<file path="src/rtl/wpf_pkg.sv">
package wpf_pkg;
    localparam int FIFO_DEPTH = 64;
    localparam int DATA_W     = 8;
    localparam int CNT_W      = 14;
    localparam int CFG_W      = 16;

    localparam int IRQ_SPACE  = 0;
    localparam int IRQ_TERM   = 1;

    typedef enum logic [2:0] {
        REG_CTRL  = 3'd0,
        REG_THR   = 3'd1,
        REG_COUNT = 3'd2,
        REG_IEN   = 3'd3,
        REG_ICLR  = 3'd4
    } reg_addr_e;

    typedef struct packed {
        logic       dma_mode;
        logic [1:0] ien;
    } ctrl_t;

    function automatic int unsigned clamp_thr(input logic [CFG_W-1:0] v,
                                              input int unsigned depth);
        if (v == '0) return 1;
        if (32'(v) > depth) return depth;
        return 32'(v);
    endfunction
endpackage

</file>
<file path="src/rtl/wpf_fifo.sv">
module wpf_fifo #(
    parameter int DEPTH = 64,
    parameter int DW    = 8
) (
    input  logic                         clk,
    input  logic                         rst,
    input  logic                         push,
    input  logic [DW-1:0]                din,
    input  logic                         pop,
    output logic [DW-1:0]                dout,
    output logic [$clog2(DEPTH+1)-1:0]   level,
    output logic                         full,
    output logic                         empty
);
    localparam int AW = $clog2(DEPTH);
    localparam int PW = $clog2(DEPTH+1);

    logic [DW-1:0] mem [DEPTH];
    logic [AW-1:0] wr_ptr, rd_ptr;

    assign full  = (level == PW'(DEPTH));
    assign empty = (level == '0);
    assign dout  = mem[rd_ptr];

    always_ff @(posedge clk) begin
        if (push) mem[wr_ptr] <= din;
    end

    always_ff @(posedge clk) begin
        if (rst) begin
            wr_ptr <= '0;
            rd_ptr <= '0;
            level  <= '0;
        end else begin
            if (push) wr_ptr <= (wr_ptr == AW'(DEPTH-1)) ? '0 : wr_ptr + AW'(1);
            if (pop)  rd_ptr <= (rd_ptr == AW'(DEPTH-1)) ? '0 : rd_ptr + AW'(1);
            case ({push, pop})
                2'b10:   level <= level + PW'(1);
                2'b01:   level <= level - PW'(1);
                default: level <= level;
            endcase
        end
    end


    no_overflow_chk: assert property (@(posedge clk) disable iff (rst)
        push |-> !full);

    no_underflow_chk: assert property (@(posedge clk) disable iff (rst)
        pop |-> !empty);

    level_hold_chk: assert property (@(posedge clk) disable iff (rst)
        (!push && !pop) |=> $stable(level));
endmodule

</file>
<file path="src/rtl/wpf_dma.sv">
module wpf_dma #(
    parameter int PW = 7
) (
    input  logic          clk,
    input  logic          rst,
    input  logic          dma_mode,
    input  logic          active,
    input  logic          thresh_ok,
    input  logic [PW-1:0] thr,
    input  logic          launch,
    input  logic          push,
    output logic          req
);
    logic [PW-1:0] got;
    logic [PW-1:0] len;

    always_ff @(posedge clk) begin
        if (rst || launch) begin
            req <= 1'b0;
            got <= '0;
            len <= '0;
        end else if (req) begin
            if (push) begin
                if ((got + PW'(1)) == len) begin
                    req <= 1'b0;
                    got <= '0;
                end else begin
                    got <= got + PW'(1);
                end
            end
        end else if (dma_mode && active && thresh_ok) begin
            req <= 1'b1;
            got <= '0;
            len <= thr;
        end
    end


    req_hold_chk: assert property (@(posedge clk) disable iff (rst)
        (req && !push && !launch) |=> req);

    start_flush_chk: assert property (@(posedge clk) disable iff (rst)
        launch |=> !req);

    req_rise_chk: assert property (@(posedge clk) disable iff (rst)
        $rose(req) |-> $past(dma_mode && active && thresh_ok));
endmodule

</file>
<file path="src/rtl/wpf_irq.sv">
module wpf_irq (
    input  logic       clk,
    input  logic       rst,
    input  logic [1:0] en,
    input  logic [1:0] set_cond,
    input  logic [1:0] clr,
    output logic [1:0] status,
    output logic       irq
);
    always_ff @(posedge clk) begin
        if (rst) status <= '0;
        else     status <= (status & ~clr) | (set_cond & en);
    end

    assign irq = |(status & en);


    sticky_chk: assert property (@(posedge clk) disable iff (rst)
        (status[1] && !clr[1]) |=> status[1]);

    term_set_chk: assert property (@(posedge clk) disable iff (rst)
        (set_cond[1] && en[1]) |=> status[1]);

    space_set_chk: assert property (@(posedge clk) disable iff (rst)
        (set_cond[0] && en[0]) |=> status[0]);
endmodule

</file>
<file path="src/rtl/wpf_post_engine.sv">
module wpf_post_engine
    import wpf_pkg::*;
#(
    parameter int DEPTH = FIFO_DEPTH,
    parameter int CW    = CNT_W
) (
    input  logic                        clk,
    input  logic                        rst,
    input  logic                        cfg_we,
    input  logic [2:0]                  cfg_addr,
    input  logic [CFG_W-1:0]            cfg_wdata,
    input  logic                        in_valid,
    input  logic [DATA_W-1:0]           in_data,
    output logic                        in_ready,
    output logic                        out_valid,
    output logic [DATA_W-1:0]           out_data,
    input  logic                        out_ready,
    output logic [$clog2(DEPTH+1)-1:0]  free_bytes,
    output logic                        thresh_ok,
    output logic                        active,
    output logic [CW-1:0]               remaining,
    output logic                        dma_req,
    output logic [1:0]                  irq_status,
    output logic                        irq
);
    localparam int PW = $clog2(DEPTH+1);

    ctrl_t         ctrl;
    logic [PW-1:0] thr;
    logic [CW-1:0] xfer_cnt;
    logic [CW-1:0] left;
    logic [PW-1:0] level;
    logic          full, empty;
    logic          push, pop, launch, last_post;
    logic [1:0]    clr;

    // register writes
    assign launch = cfg_we && (cfg_addr == REG_CTRL) && cfg_wdata[0]
                    && !active && (xfer_cnt != '0);
    assign clr    = (cfg_we && (cfg_addr == REG_ICLR)) ? cfg_wdata[1:0] : 2'b00;

    always_ff @(posedge clk) begin
        if (rst) begin
            ctrl     <= '0;
            thr      <= PW'(DEPTH/2);
            xfer_cnt <= '0;
        end else if (cfg_we) begin
            case (cfg_addr)
                REG_CTRL:  ctrl.dma_mode <= cfg_wdata[1];
                REG_THR:   thr           <= PW'(clamp_thr(cfg_wdata, DEPTH));
                REG_COUNT: xfer_cnt      <= cfg_wdata[CW-1:0];
                REG_IEN:   ctrl.ien      <= cfg_wdata[1:0];
                default:   ;
            endcase
        end
    end

    // handshakes
    assign in_ready  = active && !full && (left != '0);
    assign out_valid = active && !empty;
    assign push      = in_valid && in_ready;
    assign pop       = out_valid && out_ready;
    assign last_post = pop && (remaining == CW'(1));

    // run state
    always_ff @(posedge clk) begin
        if (rst) begin
            active    <= 1'b0;
            remaining <= '0;
            left      <= '0;
        end else if (launch) begin
            active    <= 1'b1;
            remaining <= xfer_cnt;
            left      <= xfer_cnt;
        end else begin
            if (last_post)        active    <= 1'b0;
            if (pop)              remaining <= remaining - CW'(1);
            if (push)             left      <= left - CW'(1);
        end
    end

    assign free_bytes = PW'(DEPTH) - level;
    assign thresh_ok  = (free_bytes >= thr);

    wpf_fifo #(.DEPTH(DEPTH), .DW(DATA_W)) u_fifo (
        .clk(clk), .rst(rst), .push(push), .din(in_data), .pop(pop),
        .dout(out_data), .level(level), .full(full), .empty(empty)
    );

    wpf_dma #(.PW(PW)) u_dma (
        .clk(clk), .rst(rst), .dma_mode(ctrl.dma_mode), .active(active),
        .thresh_ok(thresh_ok), .thr(thr), .launch(launch), .push(push),
        .req(dma_req)
    );

    wpf_irq u_irq (
        .clk(clk), .rst(rst), .en(ctrl.ien),
        .set_cond({last_post, active && thresh_ok}),
        .clr(clr), .status(irq_status), .irq(irq)
    );


    autostop_chk: assert property (@(posedge clk) disable iff (rst)
        last_post |=> !active);

    launch_load_chk: assert property (@(posedge clk) disable iff (rst)
        launch |=> (active && remaining == $past(xfer_cnt)));

    idle_block_chk: assert property (@(posedge clk) disable iff (rst)
        !active |-> !in_ready);

    post_count_chk: assert property (@(posedge clk) disable iff (rst)
        (pop && !last_post) |=> (remaining == $past(remaining) - CW'(1)));
endmodule

</file>
<file path="config.mk">
export PLATFORM = sky130hd
export DESIGN_NAME = wpf_post_engine
export DESIGN_NICKNAME = d
export VERILOG_FILES = /design/src/rtl/wpf_pkg.sv /design/src/rtl/wpf_fifo.sv /design/src/rtl/wpf_dma.sv /design/src/rtl/wpf_irq.sv /design/src/rtl/wpf_post_engine.sv
export SDC_FILE = /design/constraint.sdc
export NUM_CORES = 1
export LEC_CHECK = 0
export BUFFER_PORTS_ARGS = -buffer_cell sky130_fd_sc_hd__buf_2
export CAP_MARGIN = 20
export CORE_MARGIN = 5
export CORE_UTILIZATION = 40
export DETAILED_ROUTE_END_ITERATION = 10
export GPL_TIMING_DRIVEN = 0
export PLACE_DENSITY = 0.51
export SLEW_MARGIN = 30
export SYNTH_ARGS = -nofsm -noshare
export SYNTH_HDL_FRONTEND = slang
export SYNTH_SLANG_ARGS = --single-unit
export TNS_END_PERCENT = 1
</file>
<file path="constraint.sdc">
create_clock -name clk -period 4.45 [get_ports clk]
set_input_delay 0.6675 -clock clk [delete_from_list [all_inputs] [get_ports clk]]
set_output_delay 0.6675 -clock clk [all_outputs]
set_load 0.01 [all_outputs]
</file>
Yosys cells after proc, flatten, opt, wreduce, memory -nomap -nowiden
Memory sizes are Yosys's and may differ from the RTL's. A register that Yosys moved wholly into a read port is not among the register bits.
Index checks and enable logic that the tools add are counted.
Widths: inputs -> output; s select.
Operators by class
  equality and inequality tests: 12
  reduce and logical (&&, ||, !) cells: 35
  multiply operators: 0
  bitwise logic cells: 6
  div/mod/pow operators: 0
  order comparisons: 2
  add/sub/neg operators: 8
  muxes and demuxes: 35
  shifts and indexed selects: 0
Operators with widths (count)
  $mux 14: 4
  $mux 7: 7
  $reduce_bool 14->1: 2
  $sub 14x1->14 const B: 2
  $mux 6: 4
  $mux 1: 18
  $gt 16x7->1 const B: 1
  $logic_not 16->1: 1
  $add 7x1->7 const B: 2
  $eq 14x1->1 const B: 1
  $logic_and 1x1->1: 14
  $pmux 7 s2: 1
  $add 6x1->6 const B: 2
  $eq 6x6->1 const B: 2
  $reduce_and 2->1: 6
  $reduce_bool 2->1: 5
  $eq 7x7->1: 1
  $eq 7x7->1 const B: 1
  $ge 7x7->1: 1
  $logic_not 7->1: 1
  $sub 7x1->7 const B: 1
  $sub 7x7->7 const A: 1
  $and 2x2->2: 3
  $eq 3x2->1 const B: 2
  other kinds (13): 15
Storage, ports and cells
  RAM bits: 512
  flip-flop bits (word level): 89
  output and inout port bits: 37
  memories: 1
  latch bits: 0
  bits in read-only memories: 0
Memories
  u_fifo.mem: depth 64, bits a word 8, rd ports 1, clocked after memory_dff 1, write ports 1, RTL line wpf_fifo.sv:18  | logic [DW-1:0] mem [DEPTH];

Depth between registers and ports, before layout
  depth in word-level cells: 11
  mapped depth: 17

Cells and area by module
Synthesis repeated with hierarchy kept, for this count alone.
Unflattened totals
  cells, all modules: 1537
  area, all modules: 25037.8 um^2
By module, submodules not included
  wpf_fifo: cells each 1067, instances 1, area an instance 21149.0 um^2
  wpf_post_engine: cells each 352, instances 1, area an instance 2876.5 um^2
  wpf_dma: cells each 109, instances 1, area an instance 933.4 um^2
  wpf_irq: cells each 9, instances 1, area an instance 78.8 um^2

Least setup slack after synthesis
No wires, ideal clock.
  kind: register -> register
  start point: reg u_fifo.level[1]
  end point: reg u_fifo.level[6]
  buffers on the path: 3
  cell stages (with the launch flop): 18
  path slack: 863 ps
  arrival time: 3460 ps
  clock period less this slack: 3587 ps
  setup time: 128 ps
  cell sequence: dfxtp_1 > clkbuf_1 > inv_1 > ha_1 > nand2b_1 > o311ai_4 > inv_2 > clkbuf_1 > ha_1 > clkbuf_1 > xor2_1 > ha_1 > a21oi_1 > o32a_1 > a2111o_1 > nand3_1 > xnor2_1 > nor2_1
Between the ends
  longest elaborated chain between the ends: 7
RTL lines
  from (decl): RTL line wpf_fifo.sv:11  | output logic [$clog2(DEPTH+1)-1:0] level,
  from (signal assigned): RTL line wpf_fifo.sv:38  | 2'b10: level <= level + PW'(1);
  from (signal assigned): RTL line wpf_fifo.sv:39  | 2'b01: level <= level - PW'(1);
  from (signal assigned): RTL line wpf_fifo.sv:40  | default: level <= level;
  $eq 7x7->1: RTL line wpf_fifo.sv:21  | assign full = (level == PW'(DEPTH));
  $logic_not 1->1: RTL line wpf_post_engine.sv:59  | assign in_ready = active && !full && (left != '0);
  $logic_and 1x1->1 (2 in a row): RTL line wpf_post_engine.sv:59
  $logic_and 1x1->1: RTL line wpf_post_engine.sv:61  | assign push = in_valid && in_ready;
  $eq 2x1->1 / $eq 2x2->1 (equally long branches): RTL line wpf_fifo.sv:37  | case ({push, pop})
  $pmux 7 s2 / $reduce_bool 2->1 (equally long branches)
Several ways; a longest one is shown, not always the timed one.
A chain may end at the register's enable or synchronous reset.

Worst setup path in the final report
  start point: reg u_fifo.level[1]
  end point: mem u_fifo.mem[62][6], enable pin
Between the ends
  longest elaborated chain between the ends: 7
RTL lines
  $eq 7x7->1: RTL line wpf_fifo.sv:21
  $logic_not 1->1: RTL line wpf_post_engine.sv:59
  $logic_and 1x1->1 (2 in a row): RTL line wpf_post_engine.sv:59
  $logic_and 1x1->1: RTL line wpf_post_engine.sv:61
  $mux 1: RTL line wpf_fifo.sv:26  | if (push) mem[wr_ptr] <= din;
  $mux 1 (not written as such): RTL line wpf_fifo.sv:26
  to (decl): RTL line wpf_fifo.sv:18
No other way between the ends.

==> impl_metrics.toml <==
[sta]
setup_viol_count_final = 0
fin_worst_skew_ns = 0.0225
period_share_pct = 97.7
tightest_slew_ns = 0.967
slew_viol_final = 0
max_freq_mhz = 230
rsz0062_at_grt = "true"
finalHoldViolCount = 0
slew_headroom_pct = 35.2
fin_crit_ns = 4.35
whs_ns = 0.332

[yosys]
synth_area_sq_um = 24800
ys_ff_latch = 607
yosys_warnings = 0
synth_cell_types = 75
synth_top_area_share_pct = 61.9
synthFlopType = "edfxtp_1"
synth_nets = 1506
ys_seq_area_share_pct = 69.5
async_flop_share_pct = 0
yosysMostFrequentCell = "edfxtp_1"
synthTopCellsByArea = "edfxtp_1, mux4_2, dfxtp_1"
avgSynthCellArea_sq_um = 17.1
yosysTopAreaCell = "edfxtp_1"
synthCells = 1456
synth_common_cells = "edfxtp_1, mux4_2, nor2_1, dfxtp_1, nand2_1"
synth_edf_count = 512

[floorplan]
die_h_um = 259
die_x_um = 259
core-area_sq_um = 61600
start_util_pct = 40.3
rows = 91
dieArea_sq_um = 67200
ios = 69

[route]
dr.pass1.iters = 7
postRouteAntennaNets = 0
drc_errors = 0
num_vias = 13553
wl_per_cell_um = 24.8
drt_wl_total_um = 61400
drt_iter0_drc = 1030
viasPerCell = 5.46

[grt]
antenna_found_initial = 0
grt_pass1_vias = 13805
grt_usage_pct = 18.2
grt_max_degree = 65
grt_pass1_wl_um = 90900
grt_overflow = 0

[layout]
layout.nets = 1641
antenna_cells = 0
synthToLayoutAreaGrowth_pct = 14.8
utilization_pct = 46.3
stdcell_area_sq_um = 28500
layout-drive-gt1-share_pct = 24.5

[pwr]
peakVddDrop_uv = 234
p_leak_nw = 8.85
total_power_mw = 11.8
p_per_area_nw_per_um2 = 415

[critical_path]
path_delay_family = "simple AND/OR/NAND/NOR gates"
cp-end-kind = "register"
criticalPathCategory = "reg2reg"
cp_num_buf_inv = 3
crit_path_frequent_cell = "clkbuf_1"
slowest_stage = "nor2_1"
crit_fanout = 10
arrival_ns = 4.55
worst_ep_required_time_ns = 4.66
crit_chain = "clkbuf_1 -> inv_1 -> ha_1 -> nor2b_1 -> a31o_2 -> a21oi_4 -> clkbuf_1 -> nand4b_1 -> nor2_1"
slowest_delay_ns = 0.97
start_kind = "register"

[clocking]
cts_buffer_depth = 3
clk_latency_ns = 0.60
clockRootBuffer = "clkbuf_16"
h-tree-depth = 3
hold_buffers = 0
cts_sinks = 607
post_cts_buffers = 0
cts_made_buffers = 67
cts_tree = "done"
cts_resized = 7
clk_pin_slew_ns = 0.06

[place]
dp_hpwl_um = 39800
gp_congestion = 0.820
numPortBuffers = 68
dpl_cell_area_sq_um = 26300

[status]
status = "complete, no violations"

[job]
drv_cap = 0

[min_path]
hp-class = "in2reg"
routing by layer:
metal  global-route usage, %  up-vias  wire length, um
met5                       0        -                0
met4                    5.33        0             1450
met3                    2.86       96             2800
met2                    30.3      375            30100
met1                    25.0     6991            27000
li1                        -     6091                -
layout by cell type, fill, tap and decap left out, drive strengths merged, types with 5 or more instances in the layout:
cell     netlist  final
a22oi          9      9
or2            5      5
buf           40    103
nand3b         9      9
mux2i         26     26
edfxtp       512    512
a21oi         55     55
nor3           9      9
dfxtp         95     95
nand2b         6      6
and3           5      5
nand3         29     29
a211oi        10     10
nand2         76     76
clkbuf        41    128
or3           10     10
nor2b         11     11
nor2         128    128
o21a           5      5
clkinv         0     25
bufinv         0      7
a21o           6      6
mux2           7      7
ha            18     18
o21ai         26     26
nor4           8      8
nand4         11     11
a31oi         14     14
xnor2         18     18
mux4         152    152
or4            5      5
inv           28     32
nor3b          6      6
xor2          11     11
o211ai        14     14
o2111ai        5      5
metrics by stage:
step,std cells,setup TNS [ns],setup slack [ns]
after global routing,2481,-2.26,-0.0789
after floorplan,1456,0,0.863
after CTS,2480,0,0.0304
final,2481,0,0.104
after detailed placement,2361,-0.227,-0.155
after global placement,2361,-0.0904,-0.0697
final cells by class:
class,instances,area [sq um]
clock buffer,85,1800
sequential,607,17300
fill,5361,33100
tap,837,1050
multi-input combinational,740,7150
timing repair buffer,69,368
buffer,78,393
inverter,28,105
clock inverter,37,382
worst min-delay path, cell delays in order:
cell and delay, ns:
buf_2 0.10, nand2_1 0.06, a21oi_1 0.05
kinds of logic (layout without fill, tap and decap cells):
group | after synthesis | after routing | synth area share (%)
AO/OA/AOI/OAI | 176 | 176 | 4.79
buffers and inverters | 109 | 297 | 1.93
adder cells (fa/ha/maj) | 18 | 18 | 0.906
multiplexers | 185 | 185 | 15.1
flip-flops | 607 | 607 | 69.5
AND/OR/NAND/NOR | 331 | 331 | 6.59
XOR/XNOR | 30 | 30 | 1.11
final timing paths:
kind,startpoint,to,slack (ns),depth (start not counted)
worst min-delay path,cfg_wdata[7],xfer_cnt[7],0.33,3
worst min register to register,xfer_cnt[11],xfer_cnt[11],0.48,2
worst max-delay path,u_fifo.level[1],u_fifo.mem[62][6],0.10,9
worst max register to register,u_fifo.level[1],u_fifo.mem[62][6],0.10,9
registers in the layout (all words and copies together), names as in the netlist, named ones only:
name,count
u_fifo.mem,512
u_dma.got,7
left,14
u_dma.req,1
u_fifo.rd_ptr,6
u_fifo.level,7
ctrl,3
u_fifo.wr_ptr,6
thr,7
xfer_cnt,14
active,1
remaining,14
u_irq.status,2
u_dma.len,7
power by group:
part	total [mW]	internal, mW	switching [mW]	leakage, nW
Clock	5.53	3.28	2.26	1.06
Sequential	6.16	6.16	0.00487	5.37
Combinational	0.147	0.0266	0.120	2.42
(Power assumes the default switching activity.)
